### config.mk
export PLATFORM = sky130hd
export DESIGN_NAME = relay_safety_sup
export DESIGN_NICKNAME = d
export VERILOG_FILES = /design/src/rtl/rsup_pkg.sv /design/src/rtl/rsup_sync.sv /design/src/rtl/rsup_settle.sv /design/src/rtl/rsup_qualify.sv /design/src/rtl/relay_safety_sup.sv
export SDC_FILE = /design/constraint.sdc
export NUM_CORES = 1
export LEC_CHECK = 0
export ABC_CLOCK_PERIOD_IN_PS = 3800
export BUFFER_PORTS_ARGS = -buffer_cell sky130_fd_sc_hd__buf_2
export CELL_PAD_IN_SITES_DETAIL_PLACEMENT = 1
export CELL_PAD_IN_SITES_GLOBAL_PLACEMENT = 2
export CORE_ASPECT_RATIO = 1.1
export CORE_MARGIN = 3
export CORE_UTILIZATION = 37
export CTS_CLUSTER_DIAMETER = 120
export DETAILED_ROUTE_END_ITERATION = 10
export PLACE_DENSITY_LB_ADDON = 0.1
export SYNTH_ARGS = -nofsm -noshare
export SYNTH_HDL_FRONTEND = slang
export SYNTH_SLANG_ARGS = --single-unit
### constraint.sdc
create_clock -name clk -period 3.8 [get_ports clk]
set_input_delay 1.14 -clock clk [delete_from_list [all_inputs] [get_ports clk]]
set_output_delay 1.14 -clock clk [all_outputs]
set_load 0.01 [all_outputs]
### src/rtl/rsup_pkg.sv
// Shared types for the relay safety supervisor.
// Assumes: nothing beyond the standard language.
package rsup_pkg;
    typedef enum logic [2:0] {
        CLS_OPEN_OK  = 3'd0,
        CLS_STUCK    = 3'd1,
        CLS_GND_FAIL = 3'd2,
        CLS_SINGLE   = 3'd3,
        CLS_DUAL     = 3'd4
    } sense_cls_e;

    typedef enum logic [1:0] {
        MODE_NONE   = 2'd0,
        MODE_SINGLE = 2'd1,
        MODE_DUAL   = 2'd2
    } supply_mode_e;
endpackage

### src/rtl/rsup_sync.sv
// Two-flop synchronizer for a bundle of active-low sense lines.
// Assumes: each bit is independent. Flops reset to 1, which means line absent.
module rsup_sync #(
    parameter int unsigned WIDTH = 2
) (
    input  logic             clk,
    input  logic             rst_n,
    input  logic [WIDTH-1:0] raw_n,
    output logic [WIDTH-1:0] sync_n
);
    logic [WIDTH-1:0] meta_q;
    logic [WIDTH-1:0] stab_q;

    for (genvar i = 0; i < WIDTH; i++) begin : g_bit
        // Pass each line through two flops.
        always_ff @(posedge clk) begin
            if (!rst_n) begin
                meta_q[i] <= 1'b1;
                stab_q[i] <= 1'b1;
            end else begin
                meta_q[i] <= raw_n[i];
                stab_q[i] <= meta_q[i];
            end
        end
    end

    assign sync_n = stab_q;
endmodule

### src/rtl/rsup_settle.sv
// Settling timer: blanks sense evaluation for SETTLE_CYC cycles after each
// change of the relay command, and after reset.
// Assumes: SETTLE_CYC >= 1.
module rsup_settle #(
    parameter int unsigned SETTLE_CYC = 100
) (
    input  logic clk,
    input  logic rst_n,
    input  logic cmd_chg,
    output logic active
);
    localparam int unsigned CW = $clog2(SETTLE_CYC + 1);

    logic [CW-1:0] cnt_q;

    // Reload on a command change, otherwise count down to zero.
    always_ff @(posedge clk) begin
        if (!rst_n)             cnt_q <= CW'(SETTLE_CYC);
        else if (cmd_chg)       cnt_q <= CW'(SETTLE_CYC);
        else if (cnt_q != '0)   cnt_q <= cnt_q - CW'(1);
    end

    assign active = (cnt_q == '0);


    settle_blank_chk: assert property (@(posedge clk) disable iff (!rst_n)
        cmd_chg |=> !active);
endmodule

### src/rtl/rsup_qualify.sv
// Classifies the synchronized sense pattern against the relay command and
// accepts a class only after HOLD_CYC consecutive evaluated cycles.
// Assumes: the sense inputs are already synchronous. HOLD_CYC >= 2.
module rsup_qualify
    import rsup_pkg::*;
#(
    parameter int unsigned HOLD_CYC = 20
) (
    input  logic       clk,
    input  logic       rst_n,
    input  logic       active,
    input  logic       relay_on,
    input  logic       sense_a_n,
    input  logic       sense_b_n,
    output sense_cls_e cls_q,
    output logic       accepted
);
    localparam int unsigned HW = $clog2(HOLD_CYC + 1);

    sense_cls_e    cls_now;
    logic [HW-1:0] hold_q;

    // Map the sense pattern and the relay command to a class.
    always_comb begin
        if (!relay_on) begin
            cls_now = (sense_a_n && sense_b_n) ? CLS_OPEN_OK : CLS_STUCK;
        end else begin
            case ({sense_a_n, sense_b_n})
                2'b11:   cls_now = CLS_GND_FAIL;
                2'b00:   cls_now = CLS_DUAL;
                default: cls_now = CLS_SINGLE;
            endcase
        end
    end

    // Count consecutive evaluated cycles of one class, restarting on change.
    always_ff @(posedge clk) begin
        if (!rst_n) begin
            cls_q  <= CLS_OPEN_OK;
            hold_q <= '0;
        end else if (!active) begin
            hold_q <= '0;
        end else if (cls_now != cls_q) begin
            cls_q  <= cls_now;
            hold_q <= HW'(1);
        end else if (hold_q != HW'(HOLD_CYC)) begin
            hold_q <= hold_q + HW'(1);
        end
    end

    assign accepted = (hold_q == HW'(HOLD_CYC));


    hold_restart_chk: assert property (@(posedge clk) disable iff (!rst_n)
        !active |=> !accepted);


    hold_same_cls_chk: assert property (@(posedge clk) disable iff (!rst_n)
        $rose(accepted) |-> $stable(cls_q));
endmodule

### src/rtl/relay_safety_sup.sv
// Charging relay safety supervisor: closes the relay on request, checks for
// welded contacts, detects a one-line or two-line supply, and latches
// ground-test and ground-fault errors.
// Assumes: gf_trip is synchronous to clk. The line-sense pins are asynchronous.
module relay_safety_sup
    import rsup_pkg::*;
#(
    parameter int unsigned CLK_HZ    = 50_000_000,
    parameter int unsigned SETTLE_MS = 100,
    parameter int unsigned HOLD_MS   = 20
) (
    input  logic       clk,
    input  logic       rst_n,
    input  logic       close_req,
    input  logic       clear_req,
    input  logic       line_a_n,
    input  logic       line_b_n,
    input  logic       gf_trip,
    output logic       coil_a,
    output logic       coil_b,
    output logic [1:0] supply_mode,
    output logic       flt_stuck,
    output logic       flt_gnd,
    output logic       flt_gf
);
    localparam int unsigned CYC_PER_MS = CLK_HZ / 1000;
    localparam int unsigned SETTLE_CYC = CYC_PER_MS * SETTLE_MS;
    localparam int unsigned HOLD_CYC   = CYC_PER_MS * HOLD_MS;
    localparam int unsigned N_COIL     = 2;

    logic [1:0]        sense_n;
    logic              active;
    sense_cls_e        cls_q;
    logic              accepted;
    logic              eval_ok;
    logic              stuck_now;
    logic              gnd_now;
    logic              any_flt;
    logic              clr_ok;
    logic              relay_on;
    logic              relay_nxt;
    logic [N_COIL-1:0] coil_q;
    supply_mode_e      mode_q;

    rsup_sync #(.WIDTH(2)) u_sync (
        .clk    (clk),
        .rst_n  (rst_n),
        .raw_n  ({line_b_n, line_a_n}),
        .sync_n (sense_n)
    );

    rsup_settle #(.SETTLE_CYC(SETTLE_CYC)) u_settle (
        .clk     (clk),
        .rst_n   (rst_n),
        .cmd_chg (relay_nxt != relay_on),
        .active  (active)
    );

    rsup_qualify #(.HOLD_CYC(HOLD_CYC)) u_qual (
        .clk       (clk),
        .rst_n     (rst_n),
        .active    (active),
        .relay_on  (relay_on),
        .sense_a_n (sense_n[0]),
        .sense_b_n (sense_n[1]),
        .cls_q     (cls_q),
        .accepted  (accepted)
    );

    // Decide the relay command and which faults are detected this cycle.
    always_comb begin
        eval_ok   = active && accepted;
        stuck_now = eval_ok && (cls_q == CLS_STUCK);
        gnd_now   = eval_ok && (cls_q == CLS_GND_FAIL);
        any_flt   = flt_stuck || flt_gnd || flt_gf;
        clr_ok    = clear_req && !close_req;
        relay_nxt = close_req && !any_flt && !gf_trip && !stuck_now && !gnd_now;
    end

    // Drive the two coil flops from the same command.
    for (genvar c = 0; c < N_COIL; c++) begin : g_coil
        always_ff @(posedge clk) begin
            if (!rst_n) coil_q[c] <= 1'b0;
            else        coil_q[c] <= relay_nxt;
        end
    end

    assign relay_on = coil_q[0];
    assign coil_a   = coil_q[0];
    assign coil_b   = coil_q[N_COIL-1];

    // Latch faults. A new detection wins over a clear in the same cycle.
    always_ff @(posedge clk) begin
        if (!rst_n) begin
            flt_stuck <= 1'b0;
            flt_gnd   <= 1'b0;
            flt_gf    <= 1'b0;
        end else begin
            flt_stuck <= (flt_stuck && !clr_ok) || stuck_now;
            flt_gnd   <= (flt_gnd   && !clr_ok) || gnd_now;
            flt_gf    <= (flt_gf    && !clr_ok) || gf_trip;
        end
    end

    // Track the supply mode while the relay is closed.
    always_ff @(posedge clk) begin
        if (!rst_n)                               mode_q <= MODE_NONE;
        else if (!relay_nxt)                      mode_q <= MODE_NONE;
        else if (eval_ok && cls_q == CLS_SINGLE)  mode_q <= MODE_SINGLE;
        else if (eval_ok && cls_q == CLS_DUAL)    mode_q <= MODE_DUAL;
    end

    assign supply_mode = mode_q;


    gf_opens_chk: assert property (@(posedge clk) disable iff (!rst_n)
        gf_trip |=> (!coil_a && !coil_b && flt_gf));


    flt_blocks_chk: assert property (@(posedge clk) disable iff (!rst_n)
        (flt_stuck || flt_gnd || flt_gf) |-> !coil_a);


    mode_needs_coil_chk: assert property (@(posedge clk) disable iff (!rst_n)
        (supply_mode != 2'd0) |-> coil_a);


    stuck_clear_chk: assert property (@(posedge clk) disable iff (!rst_n)
        $fell(flt_stuck) |-> $past(clear_req && !close_req));


    gnd_clear_chk: assert property (@(posedge clk) disable iff (!rst_n)
        $fell(flt_gnd) |-> $past(clear_req && !close_req));
endmodule

======== Word-level counts from Yosys, hierarchy flattened ========
Index checks and enable logic that the tools add are counted.
word-level totals
  output and inout port bits .............. 7
  flip-flop bits (word level) ............. 56
  input port bits ......................... 7
cells by class
  eq/ne operators ......................... 9
  add/sub/neg operators ................... 2
  reduce and logical (&&, ||, !) cells .... 36
  bitwise operators ....................... 3
  multiplexer cells ....................... 7
operator list
  kind                   count
  $logic_not 23->1       1
  $reduce_bool 23->1     1
  $sub 23x1->23 const B  1
  $add 20x1->20 const B  1
  $eq 20x20->1 const B   1
  $ne 20x20->1 const B   1
  $logic_and 1x1->1      14
  $eq 3x2->1 const B     2
  $logic_not 1->1        6
  $pmux 3 s2             1
  $reduce_and 2->1       3
  $reduce_or 3->1        2
  $logic_or 1x1->1       5
  $mux 1                 5
  $reduce_bool 2->1      2
  $eq 3x1->1 const B     1
  $eq 3x3->1 const B     1
  $mux 3                 1
  $ne 3x3->1             1
  $not 1->1              3
  $eq 2x2->1 const B     1
  $logic_not 2->1        1
  $reduce_or 2->1        1
  $ne 1x1->1             1

======== Depth between registers and ports, before layout ========
  depth after elaboration ................. 9
  gate-level depth with buffers ........... 10
  depth with buffers taken out ............ 8

======== By module ========
From an unflattened synthesis, not the netlist that was laid out.
unflattened totals
  cells, all modules ...................... 334
  area total of the unflattened synthesis .. 2,871.5 sq um
by module, submodules not included
  module            seq. area each (sq um)  cells each  instances  area an instance (sq um)
  rsup_settle       460.4                   159         1          1,298.7
  rsup_qualify      460.4                   135         1          1,179.9
  relay_safety_sup  120.1                   32          1          287.8
  rsup_sync         80.1                    8           1          105.1

======== Worst setup path after synthesis ========
OpenSTA, ideal clock, no wires.
  path kind ............................... flip-flop to flip-flop
  from .................................... register u_settle.cnt_q[12]
  to ...................................... register u_settle.cnt_q[19]
  library setup time ...................... 0.131 ns
  period minus slack after synthesis ...... 2.664 ns
  stages on the path, launching flop included .. 9
  setup slack ............................. 1.136 ns
  data arrival time ....................... 2.533 ns
  cells stage by stage .................... dfxtp_1 > or4_4 > or4_1 > buf_2 > nor4_4 > nor3b_2 > o21ai_2 > buf_6 > nand3b_1
between the ends
  word-level cells in the longest chain between the ends .. 8
  elaborated cells on any way between the ends .. 12
  classes of those cells .................. add/sub (1); eq/ne (1); reduce/logical (10)
RTL lines
  element                                                                RTL line           RTL
  from (decl)                                                            rsup_settle.sv:14  logic [CW-1:0] cnt_q;
  from (signal assigned)                                                 rsup_settle.sv:18  if (!rst_n) cnt_q <= CW'(SETTLE_CYC);
  from (signal assigned)                                                 rsup_settle.sv:19  else if (cmd_chg) cnt_q <= CW'(SETTLE_CYC);
  from (signal assigned)                                                 rsup_settle.sv:20  else if (cnt_q != '0) cnt_q <= cnt_q - CW'(1);
  parallel branches: the longest is 8 deep, another holds $sub 23x1->23  -
Parallel ways; which one is timed is not known.
A chain may end at the register's enable or synchronous reset.

======== Final worst setup path ========
  from .................................... register u_settle.cnt_q[12]
  to ...................................... register u_settle.cnt_q[8]
between the ends
  word-level cells in the longest chain between the ends .. 8
  elaborated cells on any way between the ends .. 11
  classes of those cells .................. eq/ne (1); reduce/logical (10)
RTL lines
  element                         RTL line                RTL
  $logic_not 23->1                rsup_settle.sv:23       assign active = (cnt_q == '0);
  $logic_and 1x1->1               relay_safety_sup.sv:72  eval_ok = active && accepted;
  $logic_and 1x1->1               relay_safety_sup.sv:73  stuck_now = eval_ok && (cls_q == CLS_STUCK);
  $logic_not 1->1                 relay_safety_sup.sv:77  relay_nxt = close_req && !any_flt && !gf_trip && !stuck_now && !gnd_now;
  $logic_and 1x1->1 (2 in a row)  relay_safety_sup.sv:77
  $ne 1x1->1                      relay_safety_sup.sv:55  .cmd_chg (relay_nxt != relay_on),
  $reduce_or 2->1 (no line)       -
Several ways; a longest one is shown, not always the timed one.

==> run_results.csv <==
group,metric,value,unit
routing,postRouteWirelength,6040,um
routing,drt_iter0_markers,33,
power_and_ir_drop,power,1.08,mW
global_routing,antenna_found_initial,0,
min_path,hold_path.class,"flip-flop to flip-flop",
cells_and_area,fin_nets,349,
sta,setup_slack,696,ps
logic_synthesis,synthDominantCellAreaShare,0.405,
clocking,htreeDepth,2,
sta,slew_headroom,0.492,
sta,finalSetupViolCount,0,
placement,gp_congestion,0.696,
clocking,cts_made_buffers,5,
floorplan,initial_core_util,0.388,
routing,via_count,2182,
logic_synthesis,synth.largest_area_cell,"dfxtp_1",
floorplan,core-area,7130,um^2
logic_synthesis,synth_ff_type,"dfxtp_1",
logic_synthesis,synth_common_cells,"dfxtp_1 (56), nor2_1 (51), xnor2_1 (26)",
clocking,post_cts_buffers,0,
logic_synthesis,syn-instance-count,324,
sta,fin_tns_setup,0,ps
routing,drtPass1Iterations,4,
power_and_ir_drop,p_leak,1.02,nW
worst_setup_path,cpLargestDelayFamily,"simple AND/OR/NAND/NOR gates",
cells_and_area,drive_gt1_frac,0.0925,
logic_synthesis,synth_edf_count,0,
sta,fin_crit_sh,0.817,
worst_setup_path,critPathKind,"flip-flop to flip-flop",
placement,placed_cell_area,2900,um^2
worst_setup_path,setup.worst_path.end_class,"flip-flop",
clocking,clockBufferDepth,2,
sta,tightestPinTransition,756,ps
sta,hold_viol_final,0,
floorplan,dieArea,8550,um^2
worst_setup_path,crit_slowest_cell,"or4_1",
clocking,clock_latency,310,ps
placement,post-dp-hpwl,4380,um
logic_synthesis,synth_area_leaders,"dfxtp_1 (41%), xnor2_1 (8.2%), nor2_1 (6.9%)",
logic_synthesis,yosysSeqAreaShare,0.405,
sta,period_minus_slack,3100,ps
worst_setup_path,crit_arrival,3310,ps
worst_setup_path,ff2ff_setup_slack,700,ps
worst_setup_path,crit_chain,"or4_4, or4_1, nor4_4, nor3b_2, o21ai_2, buf_4, or2_1",
clocking,ctsResizeCount,0,
logic_synthesis,synth.yosys.warnings,0,
worst_setup_path,cp-start-kind,"flip-flop",
routing,post_drt_wl_per_cell,14.4,um
global_routing,grt_pass1_wl,10700,um
worst_setup_path,path_max_fanout,23,
cells_and_area,syn2layout_area_growth,8.46,%
routing,via_per_inst,5.20,
clocking,cts_root_buffer,"clkbuf_8",
job,drv_cap,0,
global_routing,grt_pass1_vias,2310,
logic_synthesis,ys_types,44,
logic_synthesis,synth_most_common_cell,"dfxtp_1",
routing,antenna_left,0,
floorplan,fp-row-count,32,
placement,post-place-ws,722,ps
floorplan,die_w,88.4,um
power_and_ir_drop,vdd_drop_max,0.000201,V
sta,clock_skew,10.2,ps
clocking,cts_tree,"built",
sta,fmax,322,MHz
worst_setup_path,required,4000,ps
global_routing,grt_max_degree,24,
sta,slew_viol_final,0,
worst_setup_path,critical-path-max-stage-delay,650,ps
logic_synthesis,netlist_area,2770,um^2
clocking,cts_hold_buf,0,
worst_setup_path,worst-path-buf-inv,1,
global_routing,grt_use_total,0.155,
sta,rsz0062_at_grt,"false",
sta,whs,416,ps
floorplan,io_pins,14,
floorplan,fp.dieH,96.7,um
routing,drc_errors,0,
logic_synthesis,syn_area_per_cell,8.53,um^2
power_and_ir_drop,pwr_density_cell,360,nW/um^2
logic_synthesis,ys_ff_latch,56,
logic_synthesis,synth_async_sr_flop_share,0,
global_routing,grt-ovfl-total,0,
cells_and_area,fin_area,3000,um^2
clocking,cts.sinks,56,
run_status,status,"finished clean",
cells_and_area,n_antenna_cell,0,
clocking,path_clk_slew,100,ps
cells_and_area,fillers,857,
logic_synthesis,syn-num-nets,338,
placement,portBuffers,13,
cells in the final DEF, fill, tap and decap left out, types with 6 or more instances in the layout:
cell type	n
xnor2_1	26
nand2_1	22
inv_1	10
nand2b_1	7
nor4_1	9
buf_2	13
nor3_1	16
o21ai_0	6
ha_1	7
xor2_1	12
and3_1	7
nor2b_1	8
nand3b_1	8
a21oi_1	8
nor2_1	51
clkbuf_8	7
nand3_1	12
dfxtp_1	56
metrics by stage:
stage               utilization  instances
finish                    0.421        420
CTS                       0.421        420
detailed placement        0.407        413
floorplan                     -        324
global route              0.421        420
global placement          0.407        413
cell type report:
type | instances | area, um^2 | area share
Inverter | 10 | 37.5 | 0.0125
Clock buffer | 7 | 96.3 | 0.0321
Sequential cell | 56 | 1120 | 0.374
Tap cell | 85 | 106 | 0.0355
Timing Repair Buffer | 17 | 95.1 | 0.0317
Multi-Input combinational cell | 245 | 1540 | 0.514
routing by layer:
metal  vias to the layer above  GRT usage  wire, um
li1                       1128          -         -
met1                      1039      0.195      2860
met2                        11      0.263      2990
met3                         4     0.0307       110
met4                         0     0.0453        79
met5                         -          0         0
sequential cells by signal, summed over array words and instances, names as in the netlist:
| signal | flops |
|---|---|
| coil_b | 1 |
| u_qual.hold_q | 20 |
| u_settle.cnt_q | 23 |
| u_sync.sync_n | 2 |
| flt_stuck | 1 |
| flt_gf | 1 |
| supply_mode | 2 |
| u_qual.cls_q | 3 |
| u_sync.meta_q | 2 |
| flt_gnd | 1 |
final timing paths:
path	to	cells past startpoint	start
setup / recovery	u_settle.cnt_q[8]	7	u_settle.cnt_q[12]
hold / removal	u_sync.sync_n[0]	1	u_sync.meta_q[0]
setup reg to reg	u_settle.cnt_q[8]	7	u_settle.cnt_q[12]
hold reg to reg	u_sync.sync_n[0]	1	u_sync.meta_q[0]
power breakdown:
group,internal [mW],total (mW),switching [mW]
Combinational,0.0461,0.108,0.0617
Sequential,0.605,0.624,0.0189
Clock,0.163,0.348,0.185
Total,0.814,1.08,0.266
cells by family (layout without fill, tap and decap cells):
group           after synthesis  in the layout  share of synthesized area
compound gates               26             26                     0.0602
xor+xnor                     38             38                      0.120
fa+ha+maj                     7              7                     0.0317
buf+inv                      23             34                     0.0367
flops                        56             56                      0.405
mux                           5              5                     0.0181
simple gates                169            169                      0.328
(Power assumes the default switching activity.)
